$ cat config.mk
export PLATFORM = sky130hd
export DESIGN_NAME = tmr_capture_unit
export DESIGN_NICKNAME = d
export VERILOG_FILES = /design/src/rtl/cap_pkg.sv /design/src/rtl/cap_edge_sync.sv /design/src/rtl/cap_prescale.sv /design/src/rtl/cap_store.sv /design/src/rtl/tmr_capture_unit.sv
export SDC_FILE = /design/constraint.sdc
export NUM_CORES = 1
export LEC_CHECK = 0
export ABC_AREA = 0
export BUFFER_PORTS_ARGS = -buffer_cell sky130_fd_sc_hd__buf_2
export CAP_MARGIN = 20
export CORE_ASPECT_RATIO = 0.6
export CORE_MARGIN = 2
export CORE_UTILIZATION = 41
export CTS_CLUSTER_SIZE = 10
export DETAILED_ROUTE_END_ITERATION = 6
export HOLD_SLACK_MARGIN = 0.12
export PLACE_DENSITY = 0.76
export REMOVE_ABC_BUFFERS = 1
export SLEW_MARGIN = 30
export SYNTH_ARGS = -nofsm -noshare
export SYNTH_HDL_FRONTEND = slang
export SYNTH_SLANG_ARGS = --single-unit
$ cat constraint.sdc
create_clock -name clk -period 1.6 [get_ports clk]
set_input_delay 0.08 -clock clk [delete_from_list [all_inputs] [get_ports clk]]
set_output_delay 0.08 -clock clk [all_outputs]
set_load 0.05 [all_outputs]
$ cat src/rtl/cap_pkg.sv
// Package: shared mode codes and helpers for the timer input capture unit.
// Assumes mode codes are 4 bits wide; every code outside 0100..0111 means off.
package cap_pkg;

    typedef enum logic [3:0] {
        CM_OFF    = 4'b0000,
        CM_FALL   = 4'b0100,
        CM_RISE   = 4'b0101,
        CM_DIV4   = 4'b0110,
        CM_DIV16  = 4'b0111
    } cap_mode_e;

    // True when the code selects one of the four capture modes.
    function automatic logic is_capture(input logic [3:0] m);
        return (m == CM_FALL) || (m == CM_RISE) || (m == CM_DIV4) || (m == CM_DIV16);
    endfunction

    // True when the code selects a divided rising-edge mode.
    function automatic logic is_divided(input logic [3:0] m);
        return (m == CM_DIV4) || (m == CM_DIV16);
    endfunction

endpackage

$ cat src/rtl/cap_edge_sync.sv
// Module: synchronises an asynchronous input through STAGES flops and flags
// rising and falling transitions of the synchronised level.
// Assumes STAGES >= 2; the edge outputs are single-cycle combinational pulses.
module cap_edge_sync #(
    parameter int STAGES = 2
) (
    input  logic clk,
    input  logic rst_n,
    input  logic pin,
    output logic rise,
    output logic fall
);

    logic [STAGES-1:0] sync_q;
    logic              prev_q;

    // Shift the pin level through the synchroniser chain.
    always_ff @(posedge clk) begin
        if (!rst_n) sync_q <= '0;
        else        sync_q <= {sync_q[STAGES-2:0], pin};
    end

    // Keep the previous synchronised sample for edge comparison.
    always_ff @(posedge clk) begin
        if (!rst_n) prev_q <= 1'b0;
        else        prev_q <= sync_q[STAGES-1];
    end

    // Compare current and previous synchronised samples.
    always_comb begin
        rise = sync_q[STAGES-1] & ~prev_q;
        fall = ~sync_q[STAGES-1] & prev_q;
    end

endmodule

$ cat src/rtl/cap_prescale.sv
// Module: turns synchronised edges into capture events according to the mode.
// The divider count only advances in divided modes, is kept across a direct
// ratio change, and is cleared whenever the mode is not a capture code.
// Assumes CW >= 2 so that the fast terminal count of 3 fits.
module cap_prescale
    import cap_pkg::*;
#(
    parameter int CW = 4
) (
    input  logic          clk,
    input  logic          rst_n,
    input  logic [3:0]    mode,
    input  logic          rise,
    input  logic          fall,
    output logic          evt,
    output logic [CW-1:0] cnt
);

    localparam logic [CW-1:0] TERM_FAST = CW'(3);
    localparam logic [CW-1:0] TERM_SLOW = {CW{1'b1}};

    logic [CW-1:0] term;
    logic          at_term;

    // Pick the terminal count for the selected divide ratio.
    always_comb begin
        term    = (mode == CM_DIV16) ? TERM_SLOW : TERM_FAST;
        at_term = (cnt == term);
    end

    // Decide whether this cycle's edge is a qualified capture event.
    always_comb begin
        unique case (mode)
            CM_FALL:  evt = fall;
            CM_RISE:  evt = rise;
            CM_DIV4,
            CM_DIV16: evt = rise & at_term;
            default:  evt = 1'b0;
        endcase
    end

    // Advance, wrap or clear the divider count.
    always_ff @(posedge clk) begin
        if (!rst_n || !is_capture(mode)) cnt <= '0;
        else if (is_divided(mode) && rise) cnt <= at_term ? '0 : cnt + 1'b1;
    end

endmodule

$ cat src/rtl/cap_store.sv
// Module: holding register and request flag. On load it copies the selected
// timer and sets the flag; a clear strobe drops the flag unless a load coincides.
// Assumes both timer sources are synchronous to clk.
module cap_store #(
    parameter int TW = 16
) (
    input  logic          clk,
    input  logic          rst_n,
    input  logic          load,
    input  logic          tsel,
    input  logic [TW-1:0] ta,
    input  logic [TW-1:0] tb,
    input  logic          clr,
    output logic [TW-1:0] value,
    output logic          flag
);

    // Copy the selected timer on each capture event.
    always_ff @(posedge clk) begin
        if (!rst_n)    value <= '0;
        else if (load) value <= tsel ? tb : ta;
    end

    // Set on capture, clear on strobe, capture takes precedence.
    always_ff @(posedge clk) begin
        if (!rst_n)    flag <= 1'b0;
        else if (load) flag <= 1'b1;
        else if (clr)  flag <= 1'b0;
    end

endmodule

$ cat src/rtl/tmr_capture_unit.sv
// Module: top of the timer input capture unit. Chains the synchroniser/edge
// detector, the event divider and the holding register.
// Assumes the capture pin is asynchronous and the timers are clk-synchronous.
module tmr_capture_unit #(
    parameter int TW     = 16,
    parameter int STAGES = 2,
    parameter int CW     = 4
) (
    input  logic          clk,
    input  logic          rst_n,
    input  logic          cap_pin,
    input  logic [TW-1:0] timer_a,
    input  logic [TW-1:0] timer_b,
    input  logic [3:0]    mode,
    input  logic          tsel,
    input  logic          flag_clr,
    output logic [TW-1:0] cap_value,
    output logic          cap_flag
);

    logic          pin_rise;
    logic          pin_fall;
    logic          cap_evt;
    logic [CW-1:0] ps_cnt;

    cap_edge_sync #(.STAGES(STAGES)) i_sync (
        .clk   (clk),
        .rst_n (rst_n),
        .pin   (cap_pin),
        .rise  (pin_rise),
        .fall  (pin_fall)
    );

    cap_prescale #(.CW(CW)) i_ps (
        .clk   (clk),
        .rst_n (rst_n),
        .mode  (mode),
        .rise  (pin_rise),
        .fall  (pin_fall),
        .evt   (cap_evt),
        .cnt   (ps_cnt)
    );

    cap_store #(.TW(TW)) i_store (
        .clk   (clk),
        .rst_n (rst_n),
        .load  (cap_evt),
        .tsel  (tsel),
        .ta    (timer_a),
        .tb    (timer_b),
        .clr   (flag_clr),
        .value (cap_value),
        .flag  (cap_flag)
    );

endmodule

# After elaboration in Yosys (flattened, before gate mapping)
# Index checks and enable logic that the tools add are counted.
dict set report word_totals {
  reg_bits 24
  input_bits 41
  out_inout_bits 17
  elab_cells 32
}
dict set report classes {
  n_addsub 1
  n_eq_ne 5
  muxes 6
  bitwise_logic 5
  n_reduce_logical 10
}
# op n
set ops {}
lappend ops {{== test 4 x 3 -> 1 bit (second input constant)} 4}
lappend ops {{2-to-1 mux 16 bit} 1}
lappend ops {{2-to-1 mux 4 bit} 2}
lappend ops {{logical OR 1 bit} 5}
lappend ops {{adder 4 x 1 -> 4 bit (second input constant)} 1}
lappend ops {{== test 4 bit} 1}
lappend ops {{AND 1 bit} 3}
lappend ops {{case mux 1 bit (3 select lines)} 1}
lappend ops {{zero test 1 bit} 2}
lappend ops {{2-to-1 mux 1 bit} 2}
lappend ops {{inverter 1 bit} 2}
lappend ops {{nonzero test 2 bit} 1}
lappend ops {{OR reduction 2 bit} 1}
lappend ops {{logical AND 1 bit} 1}

# Longest topological paths before layout
# Gate-level depths: netlist (run 1).
dict set report depth {
  depth_word 6
  mapped_depth 7
  depth_no_buf 5
}

# Cells and area by module
# Synthesis (run 1) repeated with hierarchy kept, for this count alone.
dict set report unflattened {
  cells_unflattened 114
  area_unflattened_um2 1078.5
}
# mod instances cells_per_inst area_per_inst_um2 seq_area_each_um2
set by_module_without_submodules {}
lappend by_module_without_submodules {cap_store 1 73 724.4 340.3}
lappend by_module_without_submodules {cap_prescale 1 33 262.8 80.1}
lappend by_module_without_submodules {cap_edge_sync 1 8 91.3 60.1}

# Worst setup path before layout (run 1)
# OpenSTA, ideal clock, no wires.
dict set report synth_path {
  path_kind {register -> register}
  from {register i_ps.cnt[2]}
  to {register i_store.value[0]}
  setup_ns 0.116
  t_arrival_ns 1.594
  path_slack_ns -0.110
  stages_incl_launch_ff 8
  path_buffers 3
  period_less_slack_ns 1.710
  path_cell_list {dfxtp_1 clkbuf_1 and4_2 o2111a_1 or2_1 buf_6 buf_12 o211a_1}
}
dict set report synth_between {
  elab_chain_cells 3
}
# element line
set synth_lines {}
lappend synth_lines {{from (decl)} cap_prescale.sv:16} ;# output logic [CW-1:0] cnt
lappend synth_lines {{from (signal assigned)} cap_prescale.sv:45} ;# else if (is_divided(mode) && rise) cnt <= at_term ? '0 : cnt + 1'b1;
lappend synth_lines {{== test 4 bit} cap_prescale.sv:28} ;# at_term = (cnt == term);
lappend synth_lines {{AND 1 bit} cap_prescale.sv:37} ;# CM_DIV16: evt = rise & at_term;
lappend synth_lines {{case mux 1 bit (3 select lines)} cap_prescale.sv:33} ;# unique case (mode)
lappend synth_lines {{to (signal assigned)} cap_store.sv:21} ;# else if (load) value <= tsel ? tb : ta;
lappend synth_lines {{to (decl)} cap_store.sv:14} ;# output logic [TW-1:0] value,
# Every way passes these cells.
# A chain may end at the register's enable or synchronous reset.

# Final worst setup path (run 1)
dict set report layout_path {
  from {register i_sync.prev_q}
  to {register i_store.value[2]}
}
dict set report layout_between {
  elab_chain_cells 4
  word_cells_on_any_way 5
  classes_between {1 x mux; 4 x bitwise}
}
# element line
set layout_lines {}
lappend layout_lines {{from (decl)} cap_edge_sync.sv:15} ;# logic prev_q;
lappend layout_lines {{from (signal assigned)} cap_edge_sync.sv:26} ;# else prev_q <= sync_q[STAGES-1];
lappend layout_lines {{inverter 1 bit} cap_edge_sync.sv:31} ;# rise = sync_q[STAGES-1] & ~prev_q;
lappend layout_lines {{AND 1 bit} cap_edge_sync.sv:31}
lappend layout_lines {{AND 1 bit} cap_prescale.sv:37}
lappend layout_lines {{case mux 1 bit (3 select lines) *} cap_prescale.sv:33}
# Every way passes the cells marked *; elsewhere a longest branch is shown, timed or not.

==> results of run 1 <==
per-layer routing:
| layer | GRT usage, % | wire length (um) |
|---|---|---|
| met5 | 0 | 0 |
| met4 | 3.214 | 8 |
| met3 | 6.127 | 168 |
| met2 | 32.50 | 1598 |
| met1 | 24.47 | 1360 |
worst max-delay path: cells and delay by family (launching register included):
family / cells / cell delay, ps
AOI/OAI and AO/OA: 3 / 590
and+or+nand+nor: 1 / 380
DFF: 1 / 330
buffers and inverters: 1 / 210
final cells by class:
type	instances	share of cell area, %
timing repair buffer	65	23.26
inverter	2	0.4545
sequential	24	29.24
multi-input combinational	84	40.53
clock buffer	4	3.333
tap	42	3.182
cell usage after synthesis (2+ instances only):
master    count
a21oi_1       2
and2_1        4
clkbuf_1      5
dfxtp_1      24
inv_1         2
mux2i_1      18
nand2_1       2
nand3_1       2
nand3b_1      2
nor2_1        4
nor2b_1       2
o211a_1      16
o21ai_0      17
repair_timing:
| item | in CTS | in global routing |
|---|---|---|
| gates resized for setup | 7 | 1 |
| hold buffers | 1 | 0 |
| pin swaps | 0 | 1 |
| endpoints found under the hold margin | 1 | 0 |
| endpoints found under the setup margin | 16 | 17 |
| cloned | 1 | 0 |
| buffers inserted | 1 | 0 |
report_power, final:
group | switching [mW] | internal (mW)
logic | 0.0727 | 0.0735
registers | 0.00341 | 0.604
clock network | 0.176 | 0.219
registers in the layout, summed over array words and instances (netlist names):
name and flops:
i_ps.cnt 4, i_store.flag 1, i_store.value 16, i_sync.prev_q 1, i_sync.sync_q 2
kinds of logic (layout without fill, tap and decap cells):
| group | Yosys count | count (layout) | share of synthesized area (%) |
|---|---|---|---|
| AOI/OAI and AO/OA | 42 | 42 | 27.40 |
| DFF | 24 | 24 | 39.55 |
| muxes | 18 | 18 | 14.83 |
| and+or+nand+nor | 23 | 23 | 11.64 |
| buffers and inverters | 11 | 71 | 5.561 |
| adders and majority gates | 1 | 1 | 1.030 |
per-stage QoR:
| stage | TNS (ps) | area, sq um | hold WS (ps) |
|---|---|---|---|
| CTS | -219.9 | 1652 | 123.7 |
| finish | -62.25 | 1652 | 147.3 |
| global placement | 0 | 1543 | 292.7 |
| detailed placement | -478.1 | 1543 | 293.5 |
| global route | -1460 | 1652 | 153.1 |
| floorplan | -4837 | 1155 | 197.5 |
final timing paths:
kind | end | slack [ps] | cells past startpoint
max | i_store.value[2] | -20 | 5
min | i_store.flag | 150 | 3
max reg2reg | i_store.value[2] | -20 | 5
min reg2reg | i_sync.sync_q[1] | 440 | 1
==> metrics, run 1 <==
global-route wire length before repair 4878 um; Pins Over Slew Limit 0; CP peak stage delay roughly 380 ps; Util after Layout just under 60%; area of the core 0.002853 sq mm; placed insts 214; via count 1151; synthesized flop and latch total 24; slowest CP cell or3b_4; initial DRC count 58; sequential share of the synthesized area 39.55%; wire length per cell 14.19 um; Setup WS post-layout -24.96 ps; Worst-Skew Late Latency 260 ps; fin crit period 1625 ps; H-tree depth 1; CTS Buffer Depth 2; slew margin rel. around 68%; Clock Skew ~1.4 ps; Syn Area/Cell 10.21 sq um; Synth area leaders dfxtp_1 (40%), mux2i_1 (15%), o211a_1 (13%), o21ai_0 (7.0%), a2111oi_4 (2.3%); Clock transition at path regs around 80 ps; asr flop ratio synth 0%; slew at the pin closest to its max-slew limit between 400 and 500 ps; Critical Path AT approximately 1800 ps; Area growth, synth to finish 35.94%; PD cells 696.0 mW/mm^2; RR Startpoint i_sync.prev_q; Critical Setup Path Class reg -> reg; most frequent cells in the layout buf_2 (57), dfxtp_1 (22), mux2i_1 (18); layout cells sized above 1 41.34%; Max VDD drop 0.3697 mV; post-synth top area share 39.55%; initial antenna violation count 0; Final Setup Violations 5; Finished Layout Cells between 200 and 250; Leak Pwr around 0.96 nW; height of the die between 40 and 50 um; dominant cell type by area after synthesis dfxtp_1; failing checks negative setup slack; die area 0.003429 sq mm; crit path from i_sync.prev_q; root buf cell clkbuf_8; Synth Flop Type dfxtp_1; synthesized cell area 0.001215 sq mm; commonest non-fill, non-tap cell in the layout buf_2; cells after synthesis roughly 120; total power 1.150 mW; CTS tree yes; status complete, but fails checks; pre-CTS WS -64.07 ps; Inserted Clock Buffers 3; max_cap viols 0; All-Layer GR Usage 19.10%; Cell Rows 15; RSZ-0062 raised after global routing true; via-per-instance ratio 5.208; Post-DRT Antenna Nets 0; Worst Min Path Start flag_clr; Yosys cell types 32; CP Launch Type register; CP Capture Type register; yosys synthesis warning count 0; hpwl dp 2305 um; total gr overflow 0; fin crit share 101.6%; Pre-Repair DR Iteration Count 6; Die Span X about 74 um; RePlAce Congestion 0.7195; Max Freq 615.4 MHz; Buffers on Ports 57; FF/Latch Area 483.0 sq um; CP Data Required Time 1750 ps; CTS Sinks 24; vias in the first global route 1063; largest net degree at the start of global routing 22; # IOs 58; Fin. Hold Viols 0; crit path cell chain or3b_4, a2111oi_4, buf_6, o21ai_0, o211a_1; # fillers 269; footprint of the multi-input gates 669.4 sq um; nets@finish 222; Starting Density 42.59%; WL final 3135 um; DR DRC count 0; Post-synth EDFFs 0; worst-path maximum fanout 16; Hold Crit Class in -> reg; ant diodes 0
Power figures use the tool's default switching activity.
==> run 2: changes to the inputs <==
- PLACE_DENSITY: 0.76 -> 0.75
==> metrics, run 2 (synthesis gave the netlist of run 1 again) <==
via-per-instance ratio 5.266; most frequent cells in the layout buf_2 (57), dfxtp_1 (22), mux2i_1 (18); hpwl dp 2425 um; wire length per cell 14.31 um; Post-DRT Antenna Nets 0; via count 1169; height of the die 46.17 um; status complete, but fails checks; vias in the first global route 1086; design area 0.001644 sq mm; Inserted Clock Buffers 3; Area growth, synth to finish 35.32%; top flop regs i_store.value: 16 flops, i_ps.cnt: 4 flops, i_sync.sync_q: 2 flops; Comb pwr share approximately 11%; footprint of the multi-input gates 666.9 sq um; failing checks negative setup slack; CTS Sinks 24; Total Neg Setup Slack -55.35 ps; crit path from i_sync.sync_q[1]; root buf cell clkbuf_8; All-Layer GR Usage 17.86%; max_cap viols 0; initial DRC count 53; # fillers 254; Critical Setup Path Class reg -> reg; fin crit share 101.0%; CP Launch Type register; die area between 0.003 and 0.004 sq mm; R2R Path End i_store.value[10]; RePlAce Congestion 0.8774; internal power 1.012 mW; end of the critical path i_store.value[10]; commonest non-fill, non-tap cell in the layout buf_2; Util after Layout 57.63%; CTS Buffer Depth 2; Leak Pwr about 0.96 nW; total gr overflow 0; fin crit period 1616 ps; Hold Crit Class in -> reg; Clock Skew 2.836 ps; max FFs per register 16; slew at the pin closest to its max-slew limit 476.7 ps; global-route wire length before repair 4657 um; CTS tree yes; Die Span X 74.28 um; FF/Latch Area 483.0 sq um; nets@finish 223; Placement Cell Area roughly 0.0016 sq mm; Cell Rows 15; total power approximately 1.3 mW; PD cells 787.1 mW/mm^2; DR DRC count 0; RR Startpoint i_sync.sync_q[1]; WHS 133.6 ps; worst-path maximum fanout 9; slew margin rel. between 60% and 70%; Pre-Repair DR Iteration Count 4; Starting Density 42.59%; Buffers on Ports 57; Fin. Hold Viols 0; H-tree depth 1; Worst-Skew Late Latency 270 ps; Max Freq 618.8 MHz; reg-to-reg setup timing slack -20 ps; CP Capture Type register; Critical Path AT around 1800 ps; largest net degree at the start of global routing 22; Clock transition at path regs ~90 ps; Final Setup Violations 9; # IOs 58; Clock Power Share 41.5%; Pins Over Slew Limit 0; WL final 3176 um; ant diodes 0; RSZ-0062 raised after global routing true; initial antenna violation count 0; switching pwr 0.2819 mW; Setup WS post-layout -15.96 ps; area of the core approximately 0.0029 sq mm; layout cells sized above 1 approximately two fifths; Max VDD drop roughly 0.42 mV; Net Sw Frac a little over a fifth; CP Data Required Time around 1800 ps; Largest Register i_store.value; Reg power frac ~47%; R2R depth 5
## run 2: changes by cell type in the layout (fill, tap and decap cells not counted), sizes merged
cell,delta
clkbuf,-1
bufinv,+1
buf,+1
## run 2: final cells by class
cell class	count	area share, %
clock buffer	3	2.511
multi-input combinational	84	40.56
clock inverter	1	1.826
tap	42	3.196
inverter	2	0.4566
timing repair buffer	66	22.07
sequential	24	29.38
## run 2: worst min-delay path by stage
stage          slack (ps)  startpoint                to  cells after the start
2_1_floorplan         200       rst_n      i_store.flag                      1
5_1_grt               140    flag_clr      i_store.flag                      3
3_5_place_dp          300     cap_pin  i_sync.sync_q[0]                      2
6_report              130    flag_clr      i_store.flag                      3
3_3_place_gp          290     cap_pin  i_sync.sync_q[0]                      2
4_1_cts               120    flag_clr      i_store.flag                      3
## run 2: repair_timing
item / CTS / global route
setup buffers: 0 / 0
pin swaps: 0 / 1
gates resized for setup: 8 / 4
hold buffers: 1 / 0
endpoints found under the setup margin: 17 / 17
endpoints found under the hold margin: 1 / 0
## run 2: power groups by stage
| stage | clock network [mW] | logic, mW | registers [mW] |
|---|---|---|---|
| after floorplan | 0 | 0.0444 | 0.637 |
| after global placement | 0 | 0.140 | 0.622 |
| after detailed placement | 0 | 0.146 | 0.622 |
| after CTS | 0.541 | 0.148 | 0.608 |
| after global routing | 0.563 | 0.160 | 0.610 |
| final | 0.537 | 0.148 | 0.609 |
## run 2: critical path: stages (launching register included)
cell	delay, ps
dfxtp_2	350
or3b_4	380
a2111oi_4	340
or2_1	200
buf_6	150
o211a_1	150
## run 2: metrics by stage
stage / worst slack [ps] / cells
final: -15.96 / 222
after global routing: -101.0 / 222
after CTS: -29.18 / 222
after detailed placement: -17.72 / 217
after global placement: 40.50 / 217
after floorplan: -284.6 / 110
## run 2: per-layer routing
metal	track usage, %	routed length (um)
met1	22.18	1441
met2	32.86	1561
met3	3.063	140
met4	4.286	34
met5	0	0
